<file path="config.mk">
export PLATFORM = sky130hd
export DESIGN_NAME = i2c_rx_target
export DESIGN_NICKNAME = d
export VERILOG_FILES = /design/src/rtl/i2c_rx_pkg.sv /design/src/rtl/i2c_rx_dpath.sv /design/src/rtl/i2c_rx_ctrl.sv /design/src/rtl/i2c_rx_target.sv
export SDC_FILE = /design/constraint.sdc
export NUM_CORES = 1
export LEC_CHECK = 0
export BUFFER_PORTS_ARGS = -buffer_cell sky130_fd_sc_hd__buf_2
export CORE_ASPECT_RATIO = 1.25
export CORE_MARGIN = 3
export CORE_UTILIZATION = 53
export CTS_BUF_LIST = sky130_fd_sc_hd__clkbuf_8
export DETAILED_ROUTE_END_ITERATION = 10
export PLACE_DENSITY = 0.78
export SLEW_MARGIN = 20
export SYNTH_ARGS = -nofsm -noshare
export SYNTH_HDL_FRONTEND = slang
export SYNTH_SLANG_ARGS = --single-unit
export TNS_END_PERCENT = 30
</file>
<file path="constraint.sdc">
create_clock -name clk -period 2.18 [get_ports clk]
set_input_delay 0.327 -clock clk [delete_from_list [all_inputs] [get_ports clk]]
set_output_delay 0.327 -clock clk [all_outputs]
set_load 0.005 [all_outputs]
</file>
<file path="src/rtl/i2c_rx_pkg.sv">
package i2c_rx_pkg;
  localparam int unsigned BYTE_BITS = 8;
  localparam int unsigned OWN_W = 10;

  localparam int unsigned OFS_CTRL  = 0;
  localparam int unsigned OFS_OWN   = 1;
  localparam int unsigned OFS_STAT1 = 2;
  localparam int unsigned OFS_STAT2 = 3;
  localparam int unsigned OFS_DATA  = 4;

  typedef enum logic [2:0] {
    ST_IDLE, ST_RECV, ST_ACK, ST_HOLD, ST_WAITBUF
  } rxState_t;

  typedef enum logic [1:0] {
    K_ADDR1, K_ADDR2, K_DATA
  } byteKind_t;

  typedef struct packed {
    logic clrBits;
    logic loadData;
  } dpStrobe_t;
endpackage

</file>
<file path="src/rtl/i2c_rx_dpath.sv">
module i2c_rx_dpath
  import i2c_rx_pkg::*;
#(
  parameter int SYNC_STAGES = 2
) (
  input  logic                 clk,
  input  logic                 rst_n,
  input  logic                 sclIn,
  input  logic                 sdaIn,
  input  logic [OWN_W-1:0]     ownAddr,
  input  dpStrobe_t            strobe,
  output logic                 sclSync,
  output logic                 sclFall,
  output logic                 startDet,
  output logic                 stopDet,
  output logic                 byteDone,
  output logic                 hit7,
  output logic                 hitHdr,
  output logic                 hitLow,
  output logic [BYTE_BITS-1:0] dataByte
);
  localparam int CNT_W = $clog2(BYTE_BITS + 1) + 1;

  logic [SYNC_STAGES-1:0] sclPipe, sdaPipe;
  logic sdaSync, sclPrev, sdaPrev, sclRise;
  logic [CNT_W-1:0] bitCnt;
  logic [BYTE_BITS-1:0] shiftReg;

  assign sclSync = sclPipe[SYNC_STAGES-1];
  assign sdaSync = sdaPipe[SYNC_STAGES-1];
  assign sclRise = sclSync & ~sclPrev;
  assign sclFall = ~sclSync & sclPrev;
  assign startDet = sclSync & sclPrev & sdaPrev & ~sdaSync;
  assign stopDet  = sclSync & sclPrev & ~sdaPrev & sdaSync;
  assign byteDone = (bitCnt == CNT_W'(BYTE_BITS));

  always_ff @(posedge clk or negedge rst_n) begin
    if (!rst_n) begin
      sclPipe <= '1;
      sdaPipe <= '1;
      sclPrev <= 1'b1;
      sdaPrev <= 1'b1;
    end else begin
      sclPipe <= {sclPipe[SYNC_STAGES-2:0], sclIn};
      sdaPipe <= {sdaPipe[SYNC_STAGES-2:0], sdaIn};
      sclPrev <= sclSync;
      sdaPrev <= sdaSync;
    end
  end

  always_ff @(posedge clk or negedge rst_n) begin
    if (!rst_n) begin
      bitCnt   <= '0;
      shiftReg <= '0;
      dataByte <= '0;
    end else begin
      if (strobe.clrBits) begin
        bitCnt <= '0;
      end else if (sclRise && bitCnt != '1) begin
        bitCnt <= bitCnt + 1'b1;
      end
      if (sclRise && bitCnt < CNT_W'(BYTE_BITS)) begin
        shiftReg <= {shiftReg[BYTE_BITS-2:0], sdaSync};
      end
      if (strobe.loadData) begin
        dataByte <= shiftReg;
      end
    end
  end

  assign hit7   = (shiftReg[7:1] == ownAddr[6:0]) && !shiftReg[0];
  assign hitHdr = (shiftReg[7:3] == 5'b11110) && (shiftReg[2:1] == ownAddr[9:8]) && !shiftReg[0];
  assign hitLow = (shiftReg == ownAddr[7:0]);
endmodule

</file>
<file path="src/rtl/i2c_rx_ctrl.sv">
module i2c_rx_ctrl
  import i2c_rx_pkg::*;
#(
  parameter int REG_AW = 3,
  parameter int REG_DW = 16
) (
  input  logic                 clk,
  input  logic                 rst_n,
  input  logic [REG_AW-1:0]    regAddr,
  input  logic                 regRd,
  input  logic                 regWr,
  input  logic [REG_DW-1:0]    regWdata,
  output logic [REG_DW-1:0]    regRdata,
  input  logic                 sclFall,
  input  logic                 startDet,
  input  logic                 stopDet,
  input  logic                 byteDone,
  input  logic                 hit7,
  input  logic                 hitHdr,
  input  logic                 hitLow,
  input  logic [BYTE_BITS-1:0] dataByte,
  output dpStrobe_t            strobe,
  output logic [OWN_W-1:0]     ownAddr,
  output logic                 sclOutLow,
  output logic                 sdaOutLow,
  output logic                 addrHit,
  output logic                 rxFull,
  output logic                 stopFlag
);
  rxState_t  st, stN;
  byteKind_t kind, kindN;
  logic sdaLow, sdaLowN, toHold, toHoldN, selected, selN;
  logic setHit, setFull, setStop;
  logic enable, tenBit, busy, armHit, armStop;
  logic anyAcc, rdStat1, rdStat2, rdData, wrCtrl, wrOwn;
  logic unusedWdata;

  assign anyAcc  = regRd | regWr;
  assign rdStat1 = regRd && regAddr == REG_AW'(OFS_STAT1);
  assign rdStat2 = regRd && regAddr == REG_AW'(OFS_STAT2);
  assign rdData  = regRd && regAddr == REG_AW'(OFS_DATA);
  assign wrCtrl  = regWr && regAddr == REG_AW'(OFS_CTRL);
  assign wrOwn   = regWr && regAddr == REG_AW'(OFS_OWN);
  assign unusedWdata = ^regWdata[REG_DW-1:OWN_W];

  always_comb begin
    stN = st; kindN = kind; sdaLowN = sdaLow; toHoldN = toHold; selN = selected;
    setHit = 1'b0; setFull = 1'b0; setStop = 1'b0; strobe = '0;
    if (startDet && enable) begin
      stN = ST_RECV; kindN = K_ADDR1; sdaLowN = 1'b0; selN = 1'b0; strobe.clrBits = 1'b1;
    end else if (stopDet) begin
      stN = ST_IDLE; sdaLowN = 1'b0; selN = 1'b0; setStop = selected;
    end else begin
      case (st)
        ST_RECV: if (sclFall && byteDone) begin
          if (kind == K_DATA) begin
            if (rxFull) stN = ST_WAITBUF;
            else begin
              strobe.loadData = 1'b1; setFull = 1'b1; sdaLowN = 1'b1; toHoldN = 1'b0; stN = ST_ACK;
            end
          end else if (kind == K_ADDR1 && tenBit) begin
            if (hitHdr) begin
              sdaLowN = 1'b1; toHoldN = 1'b0; kindN = K_ADDR2; stN = ST_ACK;
            end else stN = ST_IDLE;
          end else if ((kind == K_ADDR1 && hit7) || (kind == K_ADDR2 && hitLow)) begin
            sdaLowN = 1'b1; toHoldN = 1'b1; kindN = K_DATA; setHit = 1'b1; selN = 1'b1; stN = ST_ACK;
          end else stN = ST_IDLE;
        end
        ST_ACK: if (sclFall) begin
          sdaLowN = 1'b0; strobe.clrBits = 1'b1; stN = toHold ? ST_HOLD : ST_RECV;
        end
        ST_HOLD: if (!addrHit) stN = ST_RECV;
        ST_WAITBUF: if (!rxFull) begin
          strobe.loadData = 1'b1; setFull = 1'b1; sdaLowN = 1'b1; toHoldN = 1'b0; stN = ST_ACK;
        end
        default: ;
      endcase
    end
  end

  always_ff @(posedge clk or negedge rst_n) begin
    if (!rst_n) begin
      st <= ST_IDLE; kind <= K_ADDR1; sdaLow <= 1'b0; toHold <= 1'b0; selected <= 1'b0;
      addrHit <= 1'b0; rxFull <= 1'b0; stopFlag <= 1'b0; armHit <= 1'b0; armStop <= 1'b0;
      enable <= 1'b0; tenBit <= 1'b0; ownAddr <= '0; busy <= 1'b0;
    end else begin
      st <= stN; kind <= kindN; sdaLow <= sdaLowN; toHold <= toHoldN; selected <= selN;
      if (anyAcc) begin
        armHit  <= rdStat1 && addrHit;
        armStop <= rdStat1 && stopFlag;
      end
      if (setHit) addrHit <= 1'b1;
      else if (rdStat2 && armHit) addrHit <= 1'b0;
      if (setFull) rxFull <= 1'b1;
      else if (rdData) rxFull <= 1'b0;
      if (setStop) stopFlag <= 1'b1;
      else if (wrCtrl && armStop) stopFlag <= 1'b0;
      if (startDet) busy <= 1'b1;
      else if (stopDet) busy <= 1'b0;
      if (wrCtrl) begin
        enable <= regWdata[0];
        tenBit <= regWdata[1];
      end
      if (wrOwn) ownAddr <= regWdata[OWN_W-1:0];
    end
  end

  always_comb begin
    regRdata = '0;
    if (regAddr == REG_AW'(OFS_CTRL)) regRdata[1:0] = {tenBit, enable};
    else if (regAddr == REG_AW'(OFS_OWN)) regRdata[OWN_W-1:0] = ownAddr;
    else if (regAddr == REG_AW'(OFS_STAT1)) regRdata[2:0] = {stopFlag, rxFull, addrHit};
    else if (regAddr == REG_AW'(OFS_STAT2)) regRdata[0] = busy;
    else if (regAddr == REG_AW'(OFS_DATA)) regRdata[BYTE_BITS-1:0] = dataByte;
  end

  assign sclOutLow = (st == ST_HOLD) || (st == ST_WAITBUF);
  assign sdaOutLow = sdaLow;
endmodule

</file>
<file path="src/rtl/i2c_rx_target.sv">
module i2c_rx_target
  import i2c_rx_pkg::*;
#(
  parameter int REG_AW = 3,
  parameter int REG_DW = 16,
  parameter int SYNC_STAGES = 2
) (
  input  logic              clk,
  input  logic              rst_n,
  input  logic              sclIn,
  input  logic              sdaIn,
  output logic              sclOutLow,
  output logic              sdaOutLow,
  input  logic [REG_AW-1:0] regAddr,
  input  logic              regRd,
  input  logic              regWr,
  input  logic [REG_DW-1:0] regWdata,
  output logic [REG_DW-1:0] regRdata
);
  dpStrobe_t strobe;
  logic [OWN_W-1:0] ownAddr;
  logic [BYTE_BITS-1:0] dataByte;
  logic sclSync, sclFall, startDet, stopDet, byteDone, hit7, hitHdr, hitLow;
  logic addrHit, rxFull, stopFlag;

  i2c_rx_dpath #(.SYNC_STAGES(SYNC_STAGES)) dpath_i (
    .clk(clk), .rst_n(rst_n), .sclIn(sclIn), .sdaIn(sdaIn), .ownAddr(ownAddr),
    .strobe(strobe), .sclSync(sclSync), .sclFall(sclFall), .startDet(startDet),
    .stopDet(stopDet), .byteDone(byteDone), .hit7(hit7), .hitHdr(hitHdr),
    .hitLow(hitLow), .dataByte(dataByte)
  );

  i2c_rx_ctrl #(.REG_AW(REG_AW), .REG_DW(REG_DW)) ctrl_i (
    .clk(clk), .rst_n(rst_n), .regAddr(regAddr), .regRd(regRd), .regWr(regWr),
    .regWdata(regWdata), .regRdata(regRdata), .sclFall(sclFall), .startDet(startDet),
    .stopDet(stopDet), .byteDone(byteDone), .hit7(hit7), .hitHdr(hitHdr),
    .hitLow(hitLow), .dataByte(dataByte), .strobe(strobe), .ownAddr(ownAddr),
    .sclOutLow(sclOutLow), .sdaOutLow(sdaOutLow), .addrHit(addrHit),
    .rxFull(rxFull), .stopFlag(stopFlag)
  );
endmodule

</file>
* After elaboration in Yosys (flattened, before gate mapping)
Cells that the tools add are included.
** Storage, ports and cells
- Word-level logic and storage cells :: 192
- Flip-flop bits (word level) :: 53
** Cells by class
- Reductions and logical operators :: 43
- Add/subtract/negate cells :: 1
- Bitwise operators :: 14
- Magnitude comparators :: 1
- Equality and inequality tests :: 30
- Mux-type cells :: 82
** Operators by type and width (count)
- $mux 1 :: 47
- $mux 2 :: 15
- $mux 3 :: 9
- $mux 8 :: 3
- $logic_and 1x1->1 :: 19
- $reduce_bool 2->1 :: 8
- $mux 5 :: 3
- $reduce_and 5->1 :: 3
- $eq 3x2->1 const B :: 4
- $ne 4x1->1 const B :: 3
- $pmux 3 s4 :: 1
- $reduce_and 6->1 :: 2
- $reduce_bool 3->1 :: 4
- $ne 3x1->1 const B :: 3
- $eq 8x8->1 :: 1
- $ne 4x3->1 const B :: 2
- $and 1x1->1 :: 7
- $eq 7x7->1 :: 1
- $mux 7 :: 1
- $eq 3x1->1 const B :: 2
- $eq 3x3->1 const B :: 2
- $ne 6x1->1 const B :: 1
- $ne 6x2->1 const B :: 1
- $not 1->1 :: 6
- other kinds (20) :: 23

* Longest topological paths before layout
- Depth in word-level cells :: 12
- Mapped depth :: 7
- Gate-level depth less buffers :: 7

* Hierarchy
From an unflattened synthesis, not the netlist that was laid out.
** Second synthesis, totals
- Cell total of the unflattened synthesis :: 262
- Area, all modules :: 2835.2 um^2
** Modules (own cells, without submodules)
- i2c_rx_ctrl :: sequential area each 650.6 um^2, cells an instance 164, area each 1541.5 um^2, instances 1
- i2c_rx_dpath :: sequential area each 683.2 um^2, cells an instance 98, area each 1293.7 um^2, instances 1

* Worst setup path before layout
Ideal clock, no wire load.
- Kind :: register -> register
- Start :: register dpath_i.bitCnt[0]
- End :: register dpath_i.dataByte[0]
- Stages on the path, launching flop included :: 8
- Setup time :: 0.125 ns
- Path buffers :: 0
- Slack :: -0.119 ns
- Arrival :: 2.174 ns
- Cell sequence :: dfrtp_1 > inv_1 > ha_1 > nand4bb_1 > or2_1 > or4_4 > a211oi_4 > mux2_2
** Between the ends
- Cells in the longest elaborated chain, start to end :: 6
** RTL lines
- start: declaration :: line i2c_rx_dpath.sv:26 : logic [CNT_W-1:0] bitCnt;
- start signal: assignment :: line i2c_rx_dpath.sv:60 : bitCnt <= bitCnt + 1'b1;
- $eq 5x4->1 :: line i2c_rx_dpath.sv:35 : assign byteDone = (bitCnt == CNT_W'(BYTE_BITS));
- $logic_and 1x1->1 :: line i2c_rx_ctrl.sv:55 : ST_RECV: if (sclFall && byteDone) begin
- $mux 1 :: line i2c_rx_ctrl.sv:55
- $pmux 1 s2 :: line i2c_rx_ctrl.sv:54 : case (st)
- $mux 2 :: line i2c_rx_ctrl.sv:51 : end else if (stopDet) begin
- $mux 1 :: line i2c_rx_ctrl.sv:49 : if (startDet && enable) begin
- end signal: assignment :: line i2c_rx_dpath.sv:66 : dataByte <= shiftReg;
- end: declaration :: line i2c_rx_dpath.sv:20 : output logic [BYTE_BITS-1:0] dataByte
Every way passes these cells.
A chain may end at the register's enable or synchronous reset.

* Worst setup path after layout
- Start :: register dpath_i.bitCnt[0]
- End :: register dpath_i.dataByte[7]
The elaborated chain is that of the path after synthesis.

==> impl_metrics.toml <==
[floorplan]
rows = 29
num_io_pins = 43
die_y_um = 88.3
core-area_um2 = 5150
dieArea_um2 = 6350
start_util = 0.558
die_w_um = 71.9

[route]
wl_per_cell_um = 15.8
drc_errors = 0
vias = 2222
dr.pass1.iters = 4
drt_iter0_drc = 142
ant_nets = 0
vias_per_cell = 5.70
routed_wl_um = 6180

[synth]
synth_xor_area_frac = 0.0609
synthMuxAreaShare = 0.116
yosysUniqueCellTypes = 50
synth_top_area_frac = 0.409
ys_seq_area_frac = 0.464
yosys.area.top_type = "dfrtp_1"
synth_edf_count = 0
synth-simple-area-share = 0.176
netlist_instances = 272
synth-compound-area-share = 0.133
synth_top_family_by_area = "simple AND/OR/NAND/NOR gates"
syn_avg_cell_area_um2 = 10.6
synth_fa_ha_area_frac = 0.0131
synth-seq-cells = 53
ys_async_sr_fraction = 1.00
synth.most_common_cell = "dfrtp_1"
synth_area_leaders = "dfrtp_1 41%, mux2_2 11%, dfstp_2 5.5%"
yosysWarnings = 0
synthTopCellsByCount = "47 x dfrtp_1, 27 x mux2_2, 27 x nor2_1"
syn_area_um2 = 2870
synth-main-ff-cell = "dfrtp_1"

[worst_setup_path]
critPathLaunchType = "flip-flop"
criticalPathCategory = "flip-flop to flip-flop"
critPathRequiredTime_ps = 2380
arrival_ps = 2450
critPathCaptureType = "flip-flop"
timing.reg2reg.setup_slack_ps = -80
reg2regPathDepth = 8
worst-path-max-fanout = 9

[placement]
numPortBuffers = 30
hpwl_um = 4760
gp_congestion = 0.874
dp_cells = 382

[grt]
grt_pass1_vias = 2285
grt_pass1_wl_um = 10500
grt_use_total = 0.213
antenna_found_initial = 0
grt_start_max_net_pins = 31
grt.overflow.total = 0

[run_status]
violations = "negative setup slack"
status = "finished with violations"

[min_path]
hold_path.class = "input pin to asynchronous set/reset pin"

[clock_tree]
cts_tree = "built"
post_cts.repair.setup_buffers = 0
postCtsHoldBufs = 0
clk_pin_slew_ps = 100
clock_latency_ps = 310
clock_sinks = 53
clockRootBuffer = "clkbuf_8"
cts.path.max_buffers = 2
cts_buffers = 5
ctsHtreeMaxLevel = 2

[power_and_ir_drop]
pwr-share-seq = 0.435
p_switching_mw = 1.26
pwr-share-comb = 0.409
ir_worst_vdd_mv = 0.700
p_int_mw = 2.31
p_per_area_nw_per_um2 = 1060
p_sw_frac = 0.354
power.share.clock = 0.156
power_leakage_nw = 1.48
finalPower_mw = 3.57

[layout]
nets = 355
drive_above_1_share = 0.332
stdcell_count = 390
area_growth_pct = 17.8
insertedDiodeCount = 0

[timing]
hold_viol_final = 0
finalSetupViolCount = 8
tightest_slew_ps = 568
slew_headroom = 0.616
fin_skew_ps = 5.75
fin_crit_ps = 2260
drv_slew = 0
rsz0062_at_grt = "true"
fin_ws_ps = -75.2
max_freq_mhz = 443
finalCritPeriodShare = 1.03
final.setup.tns_ps = -536

[run]
cap_violations = 0
==> metrics by stage <==
| stage | utilization | hold slack [ps] | setup WS [ps] | cell area (um^2) |
|---|---|---|---|---|
| after detailed placement | 0.639 | 349 | -64.2 | 3290 |
| after global placement | 0.639 | 348 | -38.4 | 3290 |
| after global routing | 0.657 | 32.8 | -182 | 3380 |
| after floorplan | - | 31.4 | -90.9 | 2890 |
| final | 0.657 | 0.525 | -75.2 | 3380 |
| after CTS | 0.657 | 18.8 | -86.7 | 3380 |
==> timing repair <==
item                                    4_1_cts  5_1_grt
gates resized for setup                       1        0
endpoints found under the setup margin        8        8
pin swaps                                     0        0
==> cells in the final DEF, fill, tap and decap left out, drive strengths merged, types with 6 or more instances in the layout <==
cell type and instances:
conb 6, mux2 27, xnor2 16, nand3 6
a22oi 8, nand2b 12, dfrtp 47, dfstp 6
o21ai 9, nand2 12, a21oi 8, nor2b 9
buf 60, nor2 27
==> final timing paths <==
kind | start | end
max | dpath_i.bitCnt[0] | dpath_i.dataByte[7]
min reg2reg | dpath_i.sdaPipe[0] | dpath_i.sdaPipe[1]
min | rst_n | ctrl_i.st[0]
max in group asynchronous | rst_n | dpath_i.sclPipe[1]
min in group clk | sdaIn | dpath_i.sdaPipe[0]
max reg2reg | dpath_i.bitCnt[0] | dpath_i.dataByte[7]
==> flip-flops by register name (all words and copies together) (netlist names) <==
signal and count:
ctrl_i.busy 1, ctrl_i.tenBit 1, ctrl_i.addrHit 1, dpath_i.sdaPrev 1, ctrl_i.rxFull 1, ctrl_i.ownAddr 10, ctrl_i.kind 2, ctrl_i.selected 1
ctrl_i.toHold 1, ctrl_i.stopFlag 1, dpath_i.sdaPipe 2, dpath_i.sclPipe 2, ctrl_i.st 3, dpath_i.bitCnt 5, dpath_i.shiftReg 8, dpath_i.dataByte 8
ctrl_i.armStop 1, dpath_i.sclPrev 1, ctrl_i.sdaOutLow 1, ctrl_i.enable 1, ctrl_i.armHit 1
==> routing by layer <==
layer  vias up  routed length [um]  part of all wire  track usage
met5         -                   0                 0            0
met4         0                 244             0.040        0.115
met3        22                 162             0.026       0.0239
met2        49                3210              0.52        0.374
met1      1070                2560              0.41        0.256
li1       1081                   -                 -            -
==> kinds of logic after synthesis <==
group | after synthesis
DFF | 53
buffers and inverters | 21
xor gates and xnor gates | 20
and+or+nand+nor | 94
AOI/OAI and AO/OA | 50
muxes | 30
other | 1
adders and majority gates | 3
==> worst max-delay path, stage by stage, from the launching register on <==
cell       delay, ps
dfrtp_1          390
inv_1             60
ha_1             140
nand4bb_1        120
or2_1            250
or4_4            430
a211oi_4         260
buf_12           170
mux2_2           330
==> power by group through the flow <==
| stage | registers [mW] | clock network (mW) | logic, mW |
|---|---|---|---|
| CTS | 1.56 | 0.571 | 1.47 |
| detailed placement | 1.57 | 0 | 1.46 |
| global route | 1.59 | 0.607 | 1.63 |
| finish | 1.56 | 0.557 | 1.46 |
| global placement | 1.56 | 0 | 1.40 |
| floorplan | 1.50 | 0 | 0.987 |
==> final cells by class <==
type | count | area [um^2]
Fill cell | 397 | 1770
Multi-Input combinational cell | 203 | 1470
Sequential cell | 53 | 1330
Timing Repair Buffer | 60 | 400
Tap cell | 62 | 77.6
Clock buffer | 5 | 68.8
Clock inverter | 3 | 21.3
Inverter | 4 | 15.0
No activity file was read; power rests on OpenSTA's default activity.
